[config.mk]
export PLATFORM = sky130hd
export DESIGN_NAME = afp_filter
export DESIGN_NICKNAME = d
export VERILOG_FILES = /design/src/rtl/afp_pkg.sv /design/src/rtl/afp_cfg_store.sv /design/src/rtl/afp_port_match.sv /design/src/rtl/afp_level_gate.sv /design/src/rtl/afp_filter.sv
export SDC_FILE = /design/constraint.sdc
export NUM_CORES = 1
export LEC_CHECK = 0
export BUFFER_PORTS_ARGS = -buffer_cell sky130_fd_sc_hd__buf_2
export CORE_ASPECT_RATIO = 1.5
export CORE_MARGIN = 3
export CORE_UTILIZATION = 29
export CTS_CLUSTER_SIZE = 10
export DETAILED_ROUTE_END_ITERATION = 8
export GPL_ROUTABILITY_DRIVEN = 1
export MAX_ROUTING_LAYER = met4
export PLACE_DENSITY_LB_ADDON = 0.15
export SYNTH_ARGS = -nofsm -noshare
export SYNTH_HDL_FRONTEND = slang
export SYNTH_SLANG_ARGS = --single-unit
export TNS_END_PERCENT = 5
[constraint.sdc]
create_clock -name clk -period 1.87 [get_ports clk]
set_clock_uncertainty 0.15 [all_clocks]
set_input_delay 0.2805 -clock clk [delete_from_list [all_inputs] [get_ports clk]]
set_output_delay 0.2805 -clock clk [all_outputs]
set_load 0.01 [all_outputs]
[src/rtl/afp_pkg.sv]
package afp_pkg;

    localparam int PORT_W  = 2;
    localparam int NPORT   = 3;
    localparam int CTL_IDX = 2;

    typedef enum logic [1:0] {
        LVL_SHUT    = 2'b00,
        LVL_ACKONLY = 2'b01,
        LVL_RDONLY  = 2'b10,
        LVL_OPEN    = 2'b11
    } level_e;

    typedef struct packed {
        logic vld;
        logic ack;
        logic go;
        logic cfg;
        logic bank;
    } verdict_t;

endpackage

[src/rtl/afp_cfg_store.sv]
module afp_cfg_store #(
    parameter int          DATA_W    = 8,
    parameter int          DEPTH     = 16,
    parameter int          NPORT     = 3,
    parameter int          ADDR_BASE = 0,
    parameter int          LVL_BASE  = 8,
    parameter int          EN_BIT    = 4,
    parameter logic [7:0]  REV_CODE  = 8'h21,
    localparam int         IDX_W     = $clog2(DEPTH),
    localparam int         REV_IDX   = DEPTH - 1
) (
    input  logic              clk,
    input  logic              rst_n,
    input  logic              wr_en,
    input  logic [IDX_W-1:0]  idx,
    input  logic [DATA_W-1:0] wdata,
    output logic [DATA_W-1:0] rdata,
    output logic [2:0]        port_addr [NPORT],
    output logic              port_en   [NPORT],
    output logic [1:0]        port_lvl  [NPORT]
);

    logic [DATA_W-1:0] regs_d [DEPTH];
    logic [DATA_W-1:0] regs_q [DEPTH];

    function automatic logic [DATA_W-1:0] init_val(int i);
        logic [DATA_W-1:0] v;
        v = '0;
        if (i >= ADDR_BASE && i < ADDR_BASE + NPORT) v[EN_BIT] = 1'b1;
        if (i >= LVL_BASE && i < LVL_BASE + NPORT)   v[1:0]   = 2'b11;
        if (i == REV_IDX)                            v        = DATA_W'(REV_CODE);
        return v;
    endfunction

    always_comb begin
        for (int i = 0; i < DEPTH; i++) regs_d[i] = regs_q[i];
        if (wr_en && (int'(idx) != REV_IDX)) regs_d[idx] = wdata;
    end

    always_ff @(posedge clk) begin
        if (!rst_n) begin
            for (int i = 0; i < DEPTH; i++) regs_q[i] <= init_val(i);
        end else begin
            for (int i = 0; i < DEPTH; i++) regs_q[i] <= regs_d[i];
        end
    end

    assign rdata = regs_q[idx];

    for (genvar p = 0; p < NPORT; p++) begin : g_fields
        assign port_addr[p] = regs_q[ADDR_BASE + p][2:0];
        assign port_en[p]   = regs_q[ADDR_BASE + p][EN_BIT];
        assign port_lvl[p]  = regs_q[LVL_BASE + p][1:0];
    end


    rev_keep_chk: assert property (@(posedge clk) disable iff (!rst_n)
        (wr_en && int'(idx) == REV_IDX) |=> $stable(regs_q[REV_IDX]));


    wr_land_chk: assert property (@(posedge clk) disable iff (!rst_n)
        (wr_en && int'(idx) != REV_IDX) |=> (rdata == $past(wdata) || idx != $past(idx)));

endmodule

[src/rtl/afp_port_match.sv]
module afp_port_match #(
    parameter logic [3:0] DEV_CODE = 4'b1010,
    parameter int         SEL_W    = 3,
    parameter bit         HAS_BANK = 1'b0,
    localparam int        LO       = 3 - SEL_W
) (
    input  logic [6:0] dev_addr,
    input  logic [2:0] sel_bits,
    input  logic       sel_en,
    output logic       hit,
    output logic       bank
);

    logic code_ok;
    logic sel_ok;

    assign code_ok = (dev_addr[6:3] == DEV_CODE);
    assign sel_ok  = !sel_en || (dev_addr[2:LO] == sel_bits[SEL_W-1:0]);
    assign hit     = code_ok && sel_ok;

    if (HAS_BANK) begin : g_bank
        assign bank = dev_addr[0];
    end else begin : g_nobank
        assign bank = 1'b0;
    end

endmodule

[src/rtl/afp_level_gate.sv]
module afp_level_gate
    import afp_pkg::*;
(
    input  logic   mem_hit,
    input  logic   cfg_hit,
    input  logic   is_read,
    input  level_e level,
    output logic   ack,
    output logic   go
);

    always_comb begin
        ack = 1'b0;
        go  = 1'b0;
        if (cfg_hit) begin
            ack = 1'b1;
            go  = 1'b1;
        end else if (mem_hit) begin
            unique case (level)
                LVL_SHUT:    begin ack = 1'b0; go = 1'b0;    end
                LVL_ACKONLY: begin ack = 1'b1; go = 1'b0;    end
                LVL_RDONLY:  begin ack = 1'b1; go = is_read; end
                LVL_OPEN:    begin ack = 1'b1; go = 1'b1;    end
                default:     begin ack = 1'b0; go = 1'b0;    end
            endcase
        end
    end

endmodule

[src/rtl/afp_filter.sv]
module afp_filter
    import afp_pkg::*;
#(
    parameter logic [3:0] DEV_CODE = 4'b1010,
    parameter logic [6:0] CFG_DEV  = 7'b1011100,
    parameter logic [7:0] REV_CODE = 8'h21,
    parameter int         DEPTH    = 16,
    localparam int        IDX_W    = $clog2(DEPTH),
    localparam int        NSLOT    = 1 << PORT_W
) (
    input  logic              clk,
    input  logic              rst_n,
    input  logic              addr_vld,
    input  logic [PORT_W-1:0] addr_port,
    input  logic [7:0]        addr_byte,
    input  logic              cfg_wr_en,
    input  logic [IDX_W-1:0]  cfg_idx,
    input  logic [7:0]        cfg_wdata,
    output logic [7:0]        cfg_rdata,
    output logic              dec_vld,
    output logic              dec_ack,
    output logic              dec_go,
    output logic              dec_cfg,
    output logic              dec_bank
);

    logic [2:0] port_addr [NPORT];
    logic       port_en   [NPORT];
    logic [1:0] port_lvl  [NPORT];

    logic       slot_hit  [NSLOT];
    logic       slot_bank [NSLOT];
    level_e     slot_lvl  [NSLOT];

    logic       sel_hit, sel_bank, cfg_hit, g_ack, g_go;
    level_e     sel_lvl;
    verdict_t   st_d, st_q;

    afp_cfg_store #(
        .DATA_W   (8),
        .DEPTH    (DEPTH),
        .NPORT    (NPORT),
        .ADDR_BASE(0),
        .LVL_BASE (8),
        .EN_BIT   (4),
        .REV_CODE (REV_CODE)
    ) store_i (
        .clk      (clk),
        .rst_n    (rst_n),
        .wr_en    (cfg_wr_en),
        .idx      (cfg_idx),
        .wdata    (cfg_wdata),
        .rdata    (cfg_rdata),
        .port_addr(port_addr),
        .port_en  (port_en),
        .port_lvl (port_lvl)
    );

    for (genvar p = 0; p < NSLOT; p++) begin : g_slot
        if (p < NPORT) begin : g_live
            afp_port_match #(
                .DEV_CODE(DEV_CODE),
                .SEL_W   ((p == CTL_IDX) ? 2 : 3),
                .HAS_BANK((p == CTL_IDX) ? 1'b1 : 1'b0)
            ) match_i (
                .dev_addr(addr_byte[7:1]),
                .sel_bits(port_addr[p]),
                .sel_en  (port_en[p]),
                .hit     (slot_hit[p]),
                .bank    (slot_bank[p])
            );
            assign slot_lvl[p] = level_e'(port_lvl[p]);
        end else begin : g_dead
            assign slot_hit[p]  = 1'b0;
            assign slot_bank[p] = 1'b0;
            assign slot_lvl[p]  = LVL_SHUT;
        end
    end

    assign sel_hit  = slot_hit[addr_port];
    assign sel_bank = slot_bank[addr_port];
    assign sel_lvl  = slot_lvl[addr_port];
    assign cfg_hit  = (int'(addr_port) == CTL_IDX) && (addr_byte[7:1] == CFG_DEV);

    afp_level_gate gate_i (
        .mem_hit(sel_hit),
        .cfg_hit(cfg_hit),
        .is_read(addr_byte[0]),
        .level  (sel_lvl),
        .ack    (g_ack),
        .go     (g_go)
    );

    always_comb begin
        st_d      = '0;
        st_d.vld  = addr_vld;
        if (addr_vld) begin
            st_d.ack  = g_ack;
            st_d.go   = g_go;
            st_d.cfg  = cfg_hit;
            st_d.bank = g_ack && !cfg_hit && sel_bank;
        end
    end

    always_ff @(posedge clk) begin
        if (!rst_n) st_q <= '0;
        else        st_q <= st_d;
    end

    assign dec_vld  = st_q.vld;
    assign dec_ack  = st_q.ack;
    assign dec_go   = st_q.go;
    assign dec_cfg  = st_q.cfg;
    assign dec_bank = st_q.bank;


    vld_follow_chk: assert property (@(posedge clk) disable iff (!rst_n)
        addr_vld |=> dec_vld);


    idle_quiet_chk: assert property (@(posedge clk) disable iff (!rst_n)
        !addr_vld |=> (!dec_vld && !dec_ack && !dec_go && !dec_cfg && !dec_bank));


    go_needs_ack_chk: assert property (@(posedge clk) disable iff (!rst_n)
        dec_go |-> dec_ack);


    cfg_ctl_only_chk: assert property (@(posedge clk) disable iff (!rst_n)
        (addr_vld && int'(addr_port) != CTL_IDX) |=> !dec_cfg);


    bank_ctl_only_chk: assert property (@(posedge clk) disable iff (!rst_n)
        (addr_vld && int'(addr_port) != CTL_IDX) |=> !dec_bank);


    no_ack_slot3_chk: assert property (@(posedge clk) disable iff (!rst_n)
        (addr_vld && addr_port == 2'd3) |=> !dec_ack);


    code_gate_chk: assert property (@(posedge clk) disable iff (!rst_n)
        (addr_vld && addr_byte[7:4] != DEV_CODE && !cfg_hit) |=> !dec_ack);

endmodule

==> results of run 1 <==
-- layout make-up --
class | count | area (um^2) | share of cell area
clock inverters | 15 | 151 | 0.0195
inverters | 2 | 7.51 | 0.000965
well taps | 264 | 330 | 0.0425
diodes | 1 | 2.50 | 0.000322
repair buffers | 100 | 898 | 0.116
multi-input cells | 344 | 3280 | 0.421
flip-flops and latches | 133 | 2690 | 0.345
clock buffers | 17 | 425 | 0.0547
-- cell usage in the layout, fill, tap and decap left out, drive strengths merged --
| cell type | netlist | final |
|---|---|---|
| dfxtp | 133 | 133 |
| mux2i | 122 | 122 |
| nor2b | 114 | 114 |
| buf | 15 | 97 |
| mux4 | 40 | 40 |
| clkbuf | 23 | 18 |
| nand2 | 14 | 14 |
| nor2 | 13 | 13 |
| xor2 | 8 | 8 |
| nand2b | 7 | 7 |
| clkinvlp | 0 | 7 |
| and2 | 6 | 6 |
| inv | 2 | 6 |
| or3 | 3 | 3 |
| o21ai | 3 | 3 |
| clkinv | 0 | 3 |
| nand3b | 2 | 2 |
| o31ai | 2 | 2 |
| nand4b | 2 | 2 |
| dlygate4sd3 | 0 | 2 |
| diode | 0 | 1 |
| nand3 | 1 | 1 |
| nor3b | 1 | 1 |
| o311ai | 1 | 1 |
| a2bb2oi | 1 | 1 |
| a21oi | 1 | 1 |
| nand4bb | 1 | 1 |
| o41ai | 1 | 1 |
| nor4 | 1 | 1 |
| bufinv | 0 | 1 |
-- timing repair --
action | CTS | global route
endpoints found under the hold margin | 2 | 0
resized for setup | 21 | 6
endpoints found under the setup margin | 8 | 9
hold buffers | 2 | 0
pin swaps | 0 | 2
-- kinds of logic (layout without fill, tap and decap cells) --
kind of cell / count (synthesis) / in the layout / share of synthesized area
AOI/OAI and AO/OA: 9 / 9 / 0.0100
xor gates and xnor gates: 8 / 8 / 0.0114
buffers and inverters: 40 / 134 / 0.0310
DFF: 133 / 133 / 0.434
muxes: 162 / 162 / 0.346
other: 0 / 1 / 0
and+or+nand+nor: 165 / 165 / 0.167
-- power by group through the flow --
| stage | Combinational, mW | Sequential, mW | Clock [mW] |
|---|---|---|---|
| 5_1_grt | 0.559 | 2.89 | 3.43 |
| 3_3_place_gp | 0.502 | 2.95 | 0 |
| 4_1_cts | 0.526 | 2.89 | 3.31 |
| 3_5_place_dp | 0.511 | 2.95 | 0 |
| 6_report | 0.519 | 2.89 | 3.25 |
| 2_1_floorplan | 0.317 | 2.94 | 0 |
-- synthesized netlist by cell type --
cell	number	area share
sky130_fd_sc_hd__clkbuf_1	23	0.014
sky130_fd_sc_hd__or3_1	3	0.0031
sky130_fd_sc_hd__buf_1	2	0.0012
sky130_fd_sc_hd__a21oi_1	1	0.00082
sky130_fd_sc_hd__o21ai_0	2	0.0016
sky130_fd_sc_hd__nor2_1	5	0.0031
sky130_fd_sc_hd__mux4_2	40	0.15
sky130_fd_sc_hd__nand2b_1	7	0.0071
sky130_fd_sc_hd__dfxtp_1	133	0.43
sky130_fd_sc_hd__buf_4	2	0.0024
sky130_fd_sc_hd__o311ai_1	1	0.0014
sky130_fd_sc_hd__nor2_2	3	0.0031
sky130_fd_sc_hd__nor2_4	5	0.0092
sky130_fd_sc_hd__nand3_1	1	0.00082
sky130_fd_sc_hd__nand2_1	14	0.0086
sky130_fd_sc_hd__nor3b_1	1	0.0012
sky130_fd_sc_hd__and2_1	6	0.0061
sky130_fd_sc_hd__a2bb2oi_1	1	0.0014
sky130_fd_sc_hd__inv_1	2	0.0012
sky130_fd_sc_hd__nor2b_1	114	0.12
sky130_fd_sc_hd__nand3b_1	2	0.0024
sky130_fd_sc_hd__buf_2	8	0.0065
sky130_fd_sc_hd__nor4_1	1	0.0010
sky130_fd_sc_hd__nand4bb_1	1	0.0018
sky130_fd_sc_hd__buf_6	3	0.0055
sky130_fd_sc_hd__o31ai_1	2	0.0024
sky130_fd_sc_hd__mux2i_1	122	0.20
sky130_fd_sc_hd__o41ai_1	1	0.0014
sky130_fd_sc_hd__xor2_1	8	0.011
sky130_fd_sc_hd__nand4b_1	2	0.0029
sky130_fd_sc_hd__o21ai_1	1	0.00082
-- final timing paths --
kind | start | to | slack, ns | cells past startpoint
setup reg to reg | store_i.regs_q[1][2] | dec_go | 0.08 | 6
hold reg to reg | store_i.regs_q[15][5] | store_i.regs_q[15][5] | 0.30 | 1
setup / recovery | store_i.regs_q[15][5] | cfg_rdata[5] | -0.45 | 3
hold / removal | addr_byte[0] | dec_go | 0.03 | 3
-- registers in the layout, summed over array words and instances (netlist names) --
name            count
dec_ack             1
dec_bank            1
dec_cfg             1
dec_go              1
dec_vld             1
store_i.regs_q    128
-- critical path, delay by kind of cell, from the launching register on --
family,cells,cell delay [ns]
buffers and inverters,1,0.15
muxes,2,0.99
DFF,1,0.32
-- stage by stage --
stage	total power [mW]	cell area, um^2
floorplan	3.26	6160
global placement	3.45	7100
detailed placement	3.46	7100
CTS	6.73	7760
global route	6.88	7780
finish	6.66	7780
-- layer usage --
layer,GRT usage,share of wire,wire [um]
met1,0.183,0.45,7660
met5,-,0,0
met3,0.0346,0.027,463
met4,0.0500,0.015,253
met2,0.272,0.51,8750
==> results.yml, run 1 <==
worst_setup_path:
  crit_required_ns: 1.44
  cpPeakStageDelay_ns: 0.54
  cpMostUsedCell: "sky130_fd_sc_hd__mux4_2"
  crit_type: "flip-flop to output port"
  crit_path_start_kind: "flip-flop"
  critPathSlowestCell: "sky130_fd_sc_hd__mux4_2"
  critPathArrivalTime_ns: 1.89
  critical_path.endpoint_type: "output port"
  maximum_fanout_along_the_worst_path: 2
  critical_path.cell_chain: "mux4_2 -> mux4_2 -> buf_6"
sta:
  timing.final.max_slew_violations: 0
  setup_tns_ns: -3.38
  final-setup-viol-count: 8
  fmaxAchievable_mhz: 430
  finalHoldViolCount: 0
  finalCritPeriodShare: 1.24
  fin_ws_ns: -0.455
  period_minus_slack_ns: 2.32
  timing.hold.ws_ns: 0.0251
  rsz_0062_raised_after_global_routing: "true"
  tightestPinTransition_ns: 0.474
  maxSlewHeadroom: 0.684
routing:
  avgViaCountPerCell: 4.61
  avg_wl_per_cell_um: 19.6
  drt_wl_total_mm: 17.1
  remaining_drcs: 0
  detail_route.iter0.violations: 138
  num_vias: 4035
  drtPass1Iterations: 4
  postRouteAntennaNets: 0
pwr:
  internal-power_mw: 4.98
  clock_power_share: 0.488
  irDropWorstVdd_mv: 0.513
  cellLeakagePower_nw: 3.02
  power-per-cell-area_mw_per_mm2: 856
  seqPwrFrac: 0.434
  power.share.combinational: 0.078
  power.switching_fraction: 0.252
  power_dissipated_by_switching_net_loads_mw: 1.68
synth:
  synth-seq-cells: 133
  syn-instance-count: 517
  synth.cell_area_mm2: 0.00613
  synth.avg_cell_area_um2: 11.9
  post_synth_num_cell_types: 31
  synthesis.yosys.warnings: 0
  synth_nets: 543
  synth_seq_area_share: 0.434
clock_network:
  insertion_delay_ns: 0.42
  tritoncts: "done"
  cts.reportedPaths.clkPinSlew_ns: 0.06
  clock_path_buffers: 2
  cts.htree.levels: 4
  root_buffer: "sky130_fd_sc_hd__clkbuf_16"
  cts.sink_count: 133
  cts_inserted_buffers: 17
  postCtsSetupRepairBufs: 0
finish:
  layout.nets: 624
  area_delta_synth_final_pct: 26.9
  finish.cell_count_without_fillers: 876
  layout.filler_cells: 1979
  post-route-util: 0.378
  layout-drive-gt1-share: 0.321
status:
  status: "finished with violations"
  violations_in_the_final_reports: "negative setup slack"
grt:
  global_route.overflow_total: 0
  vias_in_the_first_global_route: 4289
  grt_pass1_wl_mm: 26.3
  grt_start_max_net_pins: 129
  antenna_found_initial: 1
  grt.total_usage: 0.158
place:
  detailed_place_hpwl_mm: 11.9
  port_buffers: 38
  pre_cts_ws_ns: -0.470
  finalWeightedCongestion: 0.764
  post-place-cells: 841
floorplan:
  io-pin-count: 39
  core_region_area_mm2: 0.0206
  die_h_um: 184
  initial_utilization: 0.298
  std_cell_rows: 64
  die_width_um: 125
  floorplan.die_area_mm2: 0.0229
job:
  max-cap-violations: 0
worst_hold_path:
  holdCritPathClass: "input port to flip-flop"
Note: power is estimated with default switching activity, not from simulation.
==> run 2, diff against run 1 <==
BUFFER_PORTS_ARGS = -buffer_cell sky130_fd_sc_hd__buf_4   (was -buffer_cell sky130_fd_sc_hd__buf_2)
PLACE_DENSITY = 0.43   (was default)
PLACE_DENSITY_LB_ADDON = default   (was 0.15)
==> results.yml, run 2 (synthesis gave the netlist of run 1 again) <==
clock_network:
  tritoncts: "done"
  cts_inserted_buffers: 17
  root_buffer: "sky130_fd_sc_hd__clkbuf_16"
  insertion_delay_ns: 0.42
  cts.htree.levels: 4
  clock_path_buffers: 2
  cts.sink_count: 133
  cts.reportedPaths.clkPinSlew_ns: 0.06
  postCtsSetupRepairBufs: 0
sta:
  tightestPinTransition_ns: 0.538
  period_minus_slack_ns: 2.34
  timing.hold.ws_ns: 0.0165
  rsz_0062_raised_after_global_routing: "true"
  finalHoldViolCount: 0
  timing.final.max_slew_violations: 0
  finalCritPeriodShare: 1.25
  final-setup-viol-count: 8
  maxSlewHeadroom: 0.641
  fmaxAchievable_mhz: 427
  fin_ws_ns: -0.472
grt:
  global_route.overflow_total: 0
  grt_pass1_wl_mm: 27.7
  vias_in_the_first_global_route: 4350
  grt_start_max_net_pins: 129
  grt.total_usage: 0.168
  antenna_found_initial: 0
worst_setup_path:
  critical_path.cell_chain: "mux4_2 -> mux4_2 -> buf_6"
  critPathSlowestCell: "sky130_fd_sc_hd__mux4_2"
  maximum_fanout_along_the_worst_path: 2
  setup.reg_to_reg.worst_slack_ns: 0.09
  rr_endpoint: "dec_go"
  critical_path_buf_inv_count: 1
  crit_path_start_kind: "flip-flop"
  r2r_cells: 6
  critical_path.endpoint_type: "output port"
  cpMostUsedCell: "sky130_fd_sc_hd__mux4_2"
  family_of_cells_with_the_greatest_summed_delay_on_the_critical_path: "multiplexers"
  timing.critical_path.from: "store_i.regs_q[14][0]"
  critical_path_cell_count: 3
  crit_required_ns: 1.44
  critPathArrivalTime_ns: 1.91
  crit_path_end: "cfg_rdata[0]"
  crit_type: "flip-flop to output port"
  reg2reg_from: "store_i.regs_q[1][1]"
  cpPeakStageDelay_ns: 0.53
finish:
  post-route-util: 0.384
  area_delta_synth_final_pct: 29.1
  max_flop_register: "store_i.regs_q"
  layout-drive-gt1-share: 0.344
  largest_register_ff_count: 128
  final_common_cell: "sky130_fd_sc_hd__mux2i_1"
  antennaDiodeCount: 0
  layout.nets: 629
  layout_common_cells: "122 x sky130_fd_sc_hd__mux2i_1, 114 x sky130_fd_sc_hd__nor2b_1, 103 x sky130_fd_sc_hd__dfxtp_1"
  post-route-cell-area_mm2: 0.00791
place:
  port_buffers: 38
  detailed_place_hpwl_mm: 13.3
  detailed_place.area_mm2: 0.00719
  finalWeightedCongestion: 0.781
pwr:
  cellLeakagePower_nw: 3.10
  internal-power_mw: 5.41
  seqPwrFrac: 0.415
  power.share.combinational: 0.075
  clock_power_share: 0.509
  power_dissipated_by_switching_net_loads_mw: 1.56
  power.switching_fraction: 0.224
  power-per-cell-area_mw_per_mm2: 881
  irDropWorstVdd_mv: 0.621
  total_power_mw: 6.97
status:
  violations_in_the_final_reports: "negative setup slack"
  status: "finished with violations"
routing:
  avgViaCountPerCell: 4.67
  avg_wl_per_cell_um: 20.6
  postRouteAntennaNets: 0
  remaining_drcs: 0
  drtPass1Iterations: 4
  drt_wl_total_mm: 18.2
  num_vias: 4111
  detail_route.iter0.violations: 185
floorplan:
  die_width_um: 125
  core_region_area_mm2: 0.0206
  io-pin-count: 39
  initial_utilization: 0.298
  die_h_um: 184
  floorplan.die_area_mm2: 0.0229
  std_cell_rows: 64
worst_hold_path:
  min_delay_path_depth: 3
  holdCritPathClass: "input port to flip-flop"
job:
  max-cap-violations: 0
[run 2: changes by cell type in the layout (fill, tap and decap cells not counted), moves of 2 or more]
cell	delta
sky130_fd_sc_hd__clkinvlp_4	-6
sky130_fd_sc_hd__dfxtp_1	-12
sky130_fd_sc_hd__bufinv_16	+3
sky130_fd_sc_hd__buf_12	-4
sky130_fd_sc_hd__clkinv_2	+2
sky130_fd_sc_hd__clkbuf_1	+3
sky130_fd_sc_hd__buf_4	+40
sky130_fd_sc_hd__dfxtp_2	+12
sky130_fd_sc_hd__inv_6	-4
sky130_fd_sc_hd__buf_2	-30
[run 2: final cells by class]
type | count | area (um^2)
multi-input combinational | 344 | 3280
clock inverter | 11 | 175
inverter | 2 | 7.51
fill | 1996 | 12700
sequential | 133 | 2700
clock buffer | 21 | 450
timing repair buffer | 105 | 962
tap | 264 | 330
[run 2: how the worst min path moves through the flow]
stage,from,end,slack (ns)
after floorplan,addr_byte[1],dec_bank,0.25
after global placement,store_i.regs_q[15][5],store_i.regs_q[15][5],0.29
after detailed placement,store_i.regs_q[15][0],store_i.regs_q[15][0],0.29
after CTS,addr_vld,dec_vld,0.002
after global routing,addr_vld,dec_vld,0.04
final,addr_vld,dec_vld,0.02
[run 2: what timing repair did]
action                                  in CTS  in global routing
endpoints found under the setup margin       9                 11
hold buffers                                 1                  0
gates resized for setup                     34                  6
gates cloned                                 0                  0
pin swaps                                    0                  4
endpoints found under the hold margin        1                  0
[run 2: per-layer routing]
metal,global-route usage,vias to the layer above,part of all wire
li1,-,1994,-
met2,0.307,92,0.54
met4,0.0649,0,0.027
met3,0.0334,32,0.031
met5,-,-,0
met1,0.179,1993,0.40
[run 2: power groups by stage]
stage / combinational (mW) / clock [mW] / sequential (mW)
6_report: 0.524 / 3.55 / 2.89
5_1_grt: 0.564 / 3.77 / 2.89
3_5_place_dp: 0.521 / 0 / 2.95
2_1_floorplan: 0.317 / 0 / 2.94
4_1_cts: 0.533 / 3.63 / 2.89
3_3_place_gp: 0.515 / 0 / 2.96
[run 2: metrics by stage]
stage / worst slack (ns) / cells / TNS [ns]
detailed placement: -0.477 / 847 / -10.26
global placement: -0.460 / 847 / -9.00
CTS: -0.498 / 880 / -3.69
global route: -0.533 / 880 / -3.95
finish: -0.472 / 880 / -3.54
floorplan: -0.0708 / 517 / -0.565
[run 2: tightest hold or removal path: stages]
cell	delay (ns)
sky130_fd_sc_hd__buf_4	0.07
sky130_fd_sc_hd__nand2_1	0.12
sky130_fd_sc_hd__inv_1	0.08
